--- config.mk ---
export PLATFORM = sky130hd
export DESIGN_NAME = conv_pwr_seq
export DESIGN_NICKNAME = d
export VERILOG_FILES = /design/src/rtl/cps_pkg.sv /design/src/rtl/cps_edge.sv /design/src/rtl/cps_timer.sv /design/src/rtl/cps_rst_req.sv /design/src/rtl/conv_pwr_seq.sv
export SDC_FILE = /design/constraint.sdc
export NUM_CORES = 1
export LEC_CHECK = 0
export BUFFER_PORTS_ARGS = -buffer_cell sky130_fd_sc_hd__buf_4
export CAP_MARGIN = 20
export CORE_ASPECT_RATIO = 1.4
export CORE_MARGIN = 4
export CORE_UTILIZATION = 55
export DETAILED_ROUTE_END_ITERATION = 12
export GPL_TIMING_DRIVEN = 0
export PLACE_DENSITY = 0.77
export SYNTH_ARGS = -nofsm -noshare
export SYNTH_HDL_FRONTEND = slang
export SYNTH_SLANG_ARGS = --single-unit
--- constraint.sdc ---
create_clock -name clk -period 2.63 [get_ports clk]
set_clock_uncertainty 0.05 [all_clocks]
set_input_delay 0.526 -clock clk [delete_from_list [all_inputs] [get_ports clk]]
set_output_delay 0.526 -clock clk [all_outputs]
set_load 0.03 [all_outputs]
--- src/rtl/cps_pkg.sv ---
package cps_pkg;

    typedef enum logic [1:0] {
        ST_READY = 2'd0,
        ST_CONV  = 2'd1,
        ST_DOWN  = 2'd2,
        ST_WAKE  = 2'd3
    } seq_st_t;

    typedef struct packed {
        logic fall;
        logic rise;
    } edge_ev_t;

    function automatic int unsigned span_width(input int unsigned a, input int unsigned b);
        int unsigned m;
        m = (a > b) ? a : b;
        return (m < 2) ? 1 : $clog2(m + 1);
    endfunction

    function automatic logic in_window(input int unsigned n, input int unsigned lo,
                                       input int unsigned hi);
        return (n >= lo) && (n <= hi);
    endfunction

endpackage

--- src/rtl/cps_edge.sv ---
module cps_edge
    import cps_pkg::*;
(
    input  logic     clk,
    input  logic     rst,
    input  logic     sig_n,
    output edge_ev_t ev
);
    logic sig_q;

    always_ff @(posedge clk) begin
        if (rst) sig_q <= 1'b1;
        else     sig_q <= sig_n;
    end

    always_comb begin
        ev.fall = sig_q & ~sig_n;
        ev.rise = ~sig_q & sig_n;
    end
endmodule

--- src/rtl/cps_timer.sv ---
module cps_timer #(
    parameter int unsigned CW = 8
) (
    input  logic          clk,
    input  logic          rst,
    input  logic          start,
    input  logic [CW-1:0] lim_in,
    output logic          done,
    output logic          running
);
    logic [CW-1:0] cnt;
    logic [CW-1:0] lim_q;

    assign done = running && (cnt == lim_q - CW'(1));

    always_ff @(posedge clk) begin
        if (rst) begin
            cnt     <= '0;
            lim_q   <= '0;
            running <= 1'b0;
        end else if (start) begin
            cnt     <= '0;
            lim_q   <= lim_in;
            running <= 1'b1;
        end else if (done) begin
            running <= 1'b0;
        end else if (running) begin
            cnt <= cnt + CW'(1);
        end
    end


    cnt_in_range_chk: assert property (@(posedge clk) disable iff (rst)
        running |-> (cnt < lim_q));
endmodule

--- src/rtl/cps_rst_req.sv ---
module cps_rst_req
    import cps_pkg::*;
#(
    parameter int unsigned CNT_W = 5,
    parameter int unsigned WIN_LO = 2,
    parameter int unsigned WIN_HI = 8
) (
    input  logic             clk,
    input  logic             rst,
    input  logic             rd_done,
    input  logic [CNT_W-1:0] rd_cnt,
    input  logic             exec,
    output logic             pend
);
    logic req;

    assign req = rd_done && in_window(int'(rd_cnt), WIN_LO, WIN_HI);

    always_ff @(posedge clk) begin
        if (rst)       pend <= 1'b0;
        else if (req)  pend <= 1'b1;
        else if (exec) pend <= 1'b0;
    end


    req_arms_chk: assert property (@(posedge clk) disable iff (rst)
        req |=> pend);
endmodule

--- src/rtl/conv_pwr_seq.sv ---
module conv_pwr_seq
    import cps_pkg::*;
#(
    parameter int unsigned CONV_CYC   = 33,
    parameter int unsigned PWRUP_CYC  = 5000,
    parameter int unsigned RES_W      = 12,
    parameter int unsigned SCLK_CNT_W = 5,
    parameter int unsigned RST_LO     = 2,
    parameter int unsigned RST_HI     = 8
) (
    input  logic                  clk,
    input  logic                  rst,
    input  logic                  convst_n,
    input  logic [RES_W-1:0]      test_code,
    input  logic                  rd_done,
    input  logic [SCLK_CNT_W-1:0] rd_sclk_cnt,
    output logic                  hold,
    output logic                  eoc,
    output logic                  powered,
    output logic                  rst_pend,
    output logic                  err,
    output logic [RES_W-1:0]      result
);
    localparam int unsigned CW = span_width(CONV_CYC, PWRUP_CYC);

    seq_st_t          st;
    edge_ev_t         ev;
    logic             conv_go;
    logic             wake_go;
    logic             tmr_done;
    logic             tmr_run;
    logic             conv_end;
    logic [CW-1:0]    tmr_lim;
    logic [RES_W-1:0] sample_q;

    cps_edge u_edge (
        .clk   (clk),
        .rst   (rst),
        .sig_n (convst_n),
        .ev    (ev)
    );

    assign conv_go  = (st == ST_READY) && ev.fall;
    assign wake_go  = (st == ST_DOWN) && ev.rise;
    assign tmr_lim  = conv_go ? CW'(CONV_CYC) : CW'(PWRUP_CYC);
    assign conv_end = (st == ST_CONV) && tmr_done;

    cps_timer #(.CW(CW)) u_timer (
        .clk     (clk),
        .rst     (rst),
        .start   (conv_go | wake_go),
        .lim_in  (tmr_lim),
        .done    (tmr_done),
        .running (tmr_run)
    );

    cps_rst_req #(
        .CNT_W  (SCLK_CNT_W),
        .WIN_LO (RST_LO),
        .WIN_HI (RST_HI)
    ) u_rreq (
        .clk     (clk),
        .rst     (rst),
        .rd_done (rd_done),
        .rd_cnt  (rd_sclk_cnt),
        .exec    (conv_end),
        .pend    (rst_pend)
    );

    always_ff @(posedge clk) begin
        if (rst) begin
            st       <= ST_READY;
            eoc      <= 1'b0;
            err      <= 1'b0;
            sample_q <= '0;
            result   <= '0;
        end else begin
            eoc <= 1'b0;
            if (ev.fall && (st == ST_CONV || st == ST_WAKE))
                err <= 1'b1;
            unique case (st)
                ST_READY: if (conv_go) begin
                    st       <= ST_CONV;
                    sample_q <= test_code;
                end
                ST_CONV: if (tmr_done) begin
                    eoc    <= 1'b1;
                    result <= rst_pend ? '0 : sample_q;
                    st     <= convst_n ? ST_READY : ST_DOWN;
                end
                ST_DOWN: if (wake_go) st <= ST_WAKE;
                ST_WAKE: if (tmr_done) st <= ST_READY;
                default: st <= ST_READY;
            endcase
        end
    end

    assign hold    = (st == ST_CONV);
    assign powered = (st == ST_READY) || (st == ST_CONV);


    hold_timed_chk: assert property (@(posedge clk) disable iff (rst)
        hold |-> tmr_run);

    eoc_after_hold_chk: assert property (@(posedge clk) disable iff (rst)
        $fell(hold) |-> eoc);

    eoc_single_chk: assert property (@(posedge clk) disable iff (rst)
        eoc |=> !eoc);

    pd_entry_chk: assert property (@(posedge clk) disable iff (rst)
        $fell(powered) |-> (eoc && !$past(convst_n)));

    wake_no_hold_chk: assert property (@(posedge clk) disable iff (rst)
        $rose(powered) |-> !hold);

    err_sticky_chk: assert property (@(posedge clk) disable iff (rst)
        err |=> err);

    pend_clear_chk: assert property (@(posedge clk) disable iff (rst)
        $fell(rst_pend) |-> eoc);

    result_stable_chk: assert property (@(posedge clk) disable iff (rst)
        !eoc |-> $stable(result));
endmodule

==> results.ini, run 1 <==
[run_status]
status = complete, no violations

[worst_setup_path]
setup.worst_path.start = u_timer.lim_q[5]$_SDFFE_PP0P_
critical_path.startpoint_type = register
slowest_delay_ns = 0.39
r2r_cells = 9
cp.arrival_ns = 2.59
cpMostUsedCell = buf_2
critical_path_class = register to register
crit_path_max_fanout = 10
path_cells = inv_1, ha_1, xor2_1, and3_1, clkbuf_1, buf_2, buf_2, nand4_1, a21oi_1
slowest_stage = dfxtp_1
crit_required_ns = 2.81
r2r-start = u_timer.lim_q[5]$_SDFFE_PP0P_
end_kind = register

[timing]
maxSlewHeadroom = 0.5935
hold_slack_ns = 0.4007
fin_crit_ns = 2.407
setup_viol = 0
final_hold_viol_count = 0
report.final.slew_viol_count = 0
tightest_slew_ns = 0.6013
fin_tns_setup_ns = 0
finalCritPeriodShare = 0.9152
fmax_ghz = 0.4155
rsz0062_at_grt = no

[route]
ant_nets = 0
wire_per_inst_um = 16.25
initialDrtViolationCount = 233
drc = 0
via_per_inst = 5.919
vias = 2279
wl_mm = 6.255
first_pass_iters = 4

[clocking]
holdBufCountCts = 0
htreeDepth = 2
path_clk_slew_ns = 0.09
cts_max_path_buffers = 2
numClockSinks = 46
post_cts_resized = 0
tritoncts = done
cts_buffers = 5
post_cts_buffers = 0
clock-root-buffer = clkbuf_8
clock_latency_ns = 0.30

[global_routing]
antenna_found_initial = 0
grt_pass1_vias = 2200
grt_pass1_wl_mm = 10.11
grt_start_max_net_pins = 14
grt_usage = 0.2276
overflow = 0

[synthesis]
synth_ff_type = dfxtp_1
ys_async_sr_fraction = 0
synth_edf_count = 0
syn_area_um2 = 2450
postSynthCellCount = 281
syn_avg_cell_area_um2 = 8.718
synth_cell_types = 43
ys_warn_count = 0
ys_seq_area_frac = 0.3759
yosys_register_bits = 46
synth_nets = 306

[finish]
n_antenna_cell = 0
nNetsFinal = 350
flow.area_growth_from_synthesis_pct = 17.67
drive_above_1_share = 0.2277

[power]
p_switching_uw = 374.6
pwr-share-comb = 0.158
p_per_area_nw_per_um2 = 474.4
peakVddDrop_v = 0.0004224
p_leak_uw = 0.001086
pwr-share-clk = 0.308
seqPwrFrac = 0.535
switching_share = 0.2739
p_int_uw = 992.9

[floorplanning]
chipWidth_um = 64.41
core_area_um2 = 4274
num_io_pins = 38
dieArea_um2 = 5601
die_y_um = 86.97
initial_utilization = 0.5732
rows = 28

[placed_design]
gp_congestion = 0.8688
dp.final_hpwl_mm = 4.463
port_buffers = 37

[min_path]
hold_depth = 2
min_from = sample_q[9]$_SDFFE_PP0P_
hp-class = register to register

[run]
max-cap-violations = 0

cell usage after synthesis, drive strengths merged, types with 2 or more instances:
master   n  area (um2)
a21oi   29       145.1
a311oi   5       43.79
a31oi    8       50.05
and3     2       12.51
and4     2       17.52
and4b    2       20.02
buf      8       48.80
clkbuf  16       61.30
dfxtp   46       920.9
ha       4       50.05
inv      5       18.77
mux2     2       26.27
mux2i   14       152.6
nand2   29       108.9
nand3    6       30.03
nand3b  16       120.1
nand4   18       112.6
nor2     7       26.28
nor2b   13       81.33
nor4b    2       17.52
o21ai    2       10.01
o31ai   14       105.1
or3b    14       122.6
xor2     3       26.28
flip-flops by register name, indices dropped and copies added (netlist names), named ones only:
| name | flops |
|---|---|
| eoc | 1 |
| err | 1 |
| result | 12 |
| sample_q | 12 |
| st | 1 |
| u_edge.sig_q | 1 |
| u_rreq.pend | 1 |
| u_timer.cnt | 13 |
| u_timer.lim_q | 2 |
| u_timer.running | 1 |
worst paths after layout:
kind	slack [ns]	endpoint
max	0.22	result[3]$_SDFFE_PP0P_
min	0.40	sample_q[9]$_SDFFE_PP0P_
max reg2reg	0.22	result[3]$_SDFFE_PP0P_
min reg2reg	0.40	sample_q[9]$_SDFFE_PP0P_
cell families after synthesis:
group           synth area share
simple gates              0.2978
compound gates            0.1696
flops                     0.3759
buf+inv                  0.05260
mux                      0.07303
fa+ha+maj                0.02043
xor+xnor                 0.01073
metal layers:
layer | track usage | routed length, um | vias to the layer above
met5 | 0 | 0 | -
li1 | - | - | 1126
met3 | 0.04134 | 368 | 12
met2 | 0.4323 | 3398 | 79
met4 | 0.08077 | 123 | 0
met1 | 0.2488 | 2364 | 1062
through the flow:
| stage | utilization | power [uW] | worst slack, ns | instance area [um2] | cells |
|---|---|---|---|---|---|
| floorplan | - | 890.6 | 0.6832 | 2450 | 281 |
| global placement | 0.6557 | 956.1 | 0.3781 | 2803 | 378 |
| detailed placement | 0.6557 | 960.9 | 0.3533 | 2803 | 378 |
| CTS | 0.6745 | 1371 | 0.2688 | 2883 | 385 |
| global route | 0.6745 | 1422 | 0.02851 | 2883 | 385 |
| finish | 0.6745 | 1367 | 0.2230 | 2883 | 385 |
cell usage in the layout (no fill, tap or decap), types with 2 or more instances in the layout:
master,instances
clkbuf_1,16
nand4_1,18
nand3b_1,16
nor2b_1,13
ha_1,4
o21ai_0,2
buf_4,38
nand2_1,29
nor4b_1,2
inv_1,5
and4b_1,2
xor2_1,3
and3_1,2
clkbuf_8,5
a31oi_1,8
nand3_1,6
buf_2,6
and4_1,2
o31ai_1,14
nor2_1,7
or3b_2,14
a311oi_1,5
mux2i_1,13
a21oi_1,29
dfxtp_1,46
power groups by stage:
| stage | logic, uW | registers, uW | clock network, uW |
|---|---|---|---|
| floorplan | 145 | 746 | 0 |
| global placement | 210 | 746 | 0 |
| detailed placement | 214 | 747 | 0 |
| CTS | 215 | 731 | 425 |
| global route | 235 | 734 | 453 |
| finish | 215 | 731 | 421 |
layout make-up:
class                           count  area, um2
Fill cell                         401       1391
Clock inverter                      1      7.507
Buffer                             24      110.1
Multi-Input combinational cell    206       1400
Timing Repair Buffer               37      277.8
Tap cell                           60      75.07
Inverter                            5      18.77
Sequential cell                    46      920.9
Clock buffer                        6      72.57
critical path: cells and delay by family (launching register included):
| kind | cells | cell delay [ns] |
|---|---|---|
| adders and majority gates | 1 | 0.32 |
| xor gates and xnor gates | 1 | 0.18 |
| AOI/OAI and AO/OA | 1 | 0.18 |
| buffers and inverters | 4 | 0.92 |
| DFF | 1 | 0.39 |
| and+or+nand+nor | 2 | 0.32 |
Note: power is estimated with default switching activity, not from simulation.
==> inputs of run 2 (changes only) <==
- clock period: 2.63 -> 2.4 ns (I/O delays scaled with it)
==> results.ini, run 2 (same netlist as run 1, synthesis figures left out) <==
[finish]
drive_above_1_share = 0.2377
flow.area_growth_from_synthesis_pct = 18.18
nNetsFinal = 349
largest_reg_flops = 13
fillers = 399
layout.cells.most_common = dfxtp_1
utilization = 0.6774
multi_input_area_um2 = 1414
largest_registers = u_timer.cnt: 13 flops, result: 12 flops, sample_q: 12 flops
regArea_um2 = 920.9
design_area_um2 = 2895
mostFrequentLayoutCells = dfxtp_1, buf_4, a21oi_1, nand2_1, nand4_1
regMostFlops = u_timer.cnt
n_antenna_cell = 0

[floorplanning]
rows = 28
dieArea_um2 = 5601
die_y_um = 86.97
chipWidth_um = 64.41
core_area_um2 = 4274
num_io_pins = 38
initial_utilization = 0.5732

[timing]
tightest_slew_ns = 0.5479
finalCritPeriodShare = 0.9195
fin_tns_setup_ns = 0
final_hold_viol_count = 0
maxSlewHeadroom = 0.6347
report.final.slew_viol_count = 0
fin_crit_ns = 2.207
rsz0062_at_grt = no
fmax_ghz = 0.4532
timing.final.ws_setup_ns = 0.1933
setup_viol = 0

[route]
first_pass_iters = 4
initialDrtViolationCount = 194
wire_per_inst_um = 16.43
via_per_inst = 5.979
ant_nets = 0
wl_mm = 6.309
drc = 0
vias = 2296

[worst_setup_path]
crit_path_max_fanout = 10
r2r-start = u_timer.lim_q[5]$_SDFFE_PP0P_
critical_path.startpoint_type = register
critical_path_class = register to register
r2r_cells = 8
end_kind = register
crit_required_ns = 2.58
cp.arrival_ns = 2.39
setup.worst_path.start = u_timer.lim_q[5]$_SDFFE_PP0P_

[global_routing]
grt_pass1_vias = 2200
grt_usage = 0.2276
grt_start_max_net_pins = 14
antenna_found_initial = 0
overflow = 0
grt_pass1_wl_mm = 10.11

[placed_design]
placed_area_um2 = 2803
port_buffers = 37
pre_cts_slack_ns = 0.1233
gp_congestion = 0.8688
dp.final_hpwl_mm = 4.463

[clocking]
numClockSinks = 46
path_clk_slew_ns = 0.09
post_cts_buffers = 0
post_cts_resized = 0
cts_max_path_buffers = 2
holdBufCountCts = 0
clock-root-buffer = clkbuf_8
clock_latency_ns = 0.30
htreeDepth = 2
cts_buffers = 5
tritoncts = done

[min_path]
hp-class = input pin to register
min_from = test_code[3]
hold_depth = 3

[run]
max-cap-violations = 0

[power]
finalPower_uw = 1503
peakVddDrop_v = 0.0004628
p_per_area_nw_per_um2 = 519.0
p_leak_uw = 0.001089

[run_status]
status = complete, no violations

## run 2: cell types whose count changed in the layout (fill, tap and decap cells not counted), sizes merged
cell	previous run	this run
buf	45	44
## run 2: per-layer routing
| layer | track usage | wire [um] | up-vias |
|---|---|---|---|
| met5 | 0 | 0 | - |
| li1 | - | - | 1122 |
| met3 | 0.04134 | 281 | 13 |
| met2 | 0.4323 | 3406 | 77 |
| met1 | 0.2488 | 2486 | 1084 |
| met4 | 0.08077 | 134 | 0 |
## run 2: cell type report
class	instances	share of cell area
Sequential cell	46	0.3181
Timing Repair Buffer	37	0.09594
Inverter	5	0.006482
Tap cell	60	0.02593
Clock inverter	1	0.002593
Buffer	23	0.03760
Multi-Input combinational cell	206	0.4883
Clock buffer	6	0.02506
## run 2: critical path: stages (launching register included)
cell and delay, ns:
dfxtp_1 0.39, inv_1 0.11, ha_1 0.32, xor2_1 0.18
and3_2 0.28, clkbuf_4 0.24, buf_2 0.24, nand4_1 0.15
a21oi_1 0.18
## run 2: path summary, 6_finish.rpt
kind | endpoint | slack (ns)
worst max-delay path | result[3]$_SDFFE_PP0P_ | 0.19
worst min-delay path | sample_q[3]$_SDFFE_PP0P_ | 0.37
worst max register to register | result[3]$_SDFFE_PP0P_ | 0.19
worst min register to register | sample_q[9]$_SDFFE_PP0P_ | 0.40
## run 2: per-stage QoR
step	hold WS (ns)	cells
global route	0.3696	384
CTS	0.3694	385
detailed placement	0.3922	378
finish	0.3680	384
global placement	0.3876	378
floorplan	0.3818	281
## run 2: power breakdown
part	internal (uW)	switching [uW]	total (uW)
Clock	200	262	463
Combinational	105	133	238
Sequential	784	17.6	802
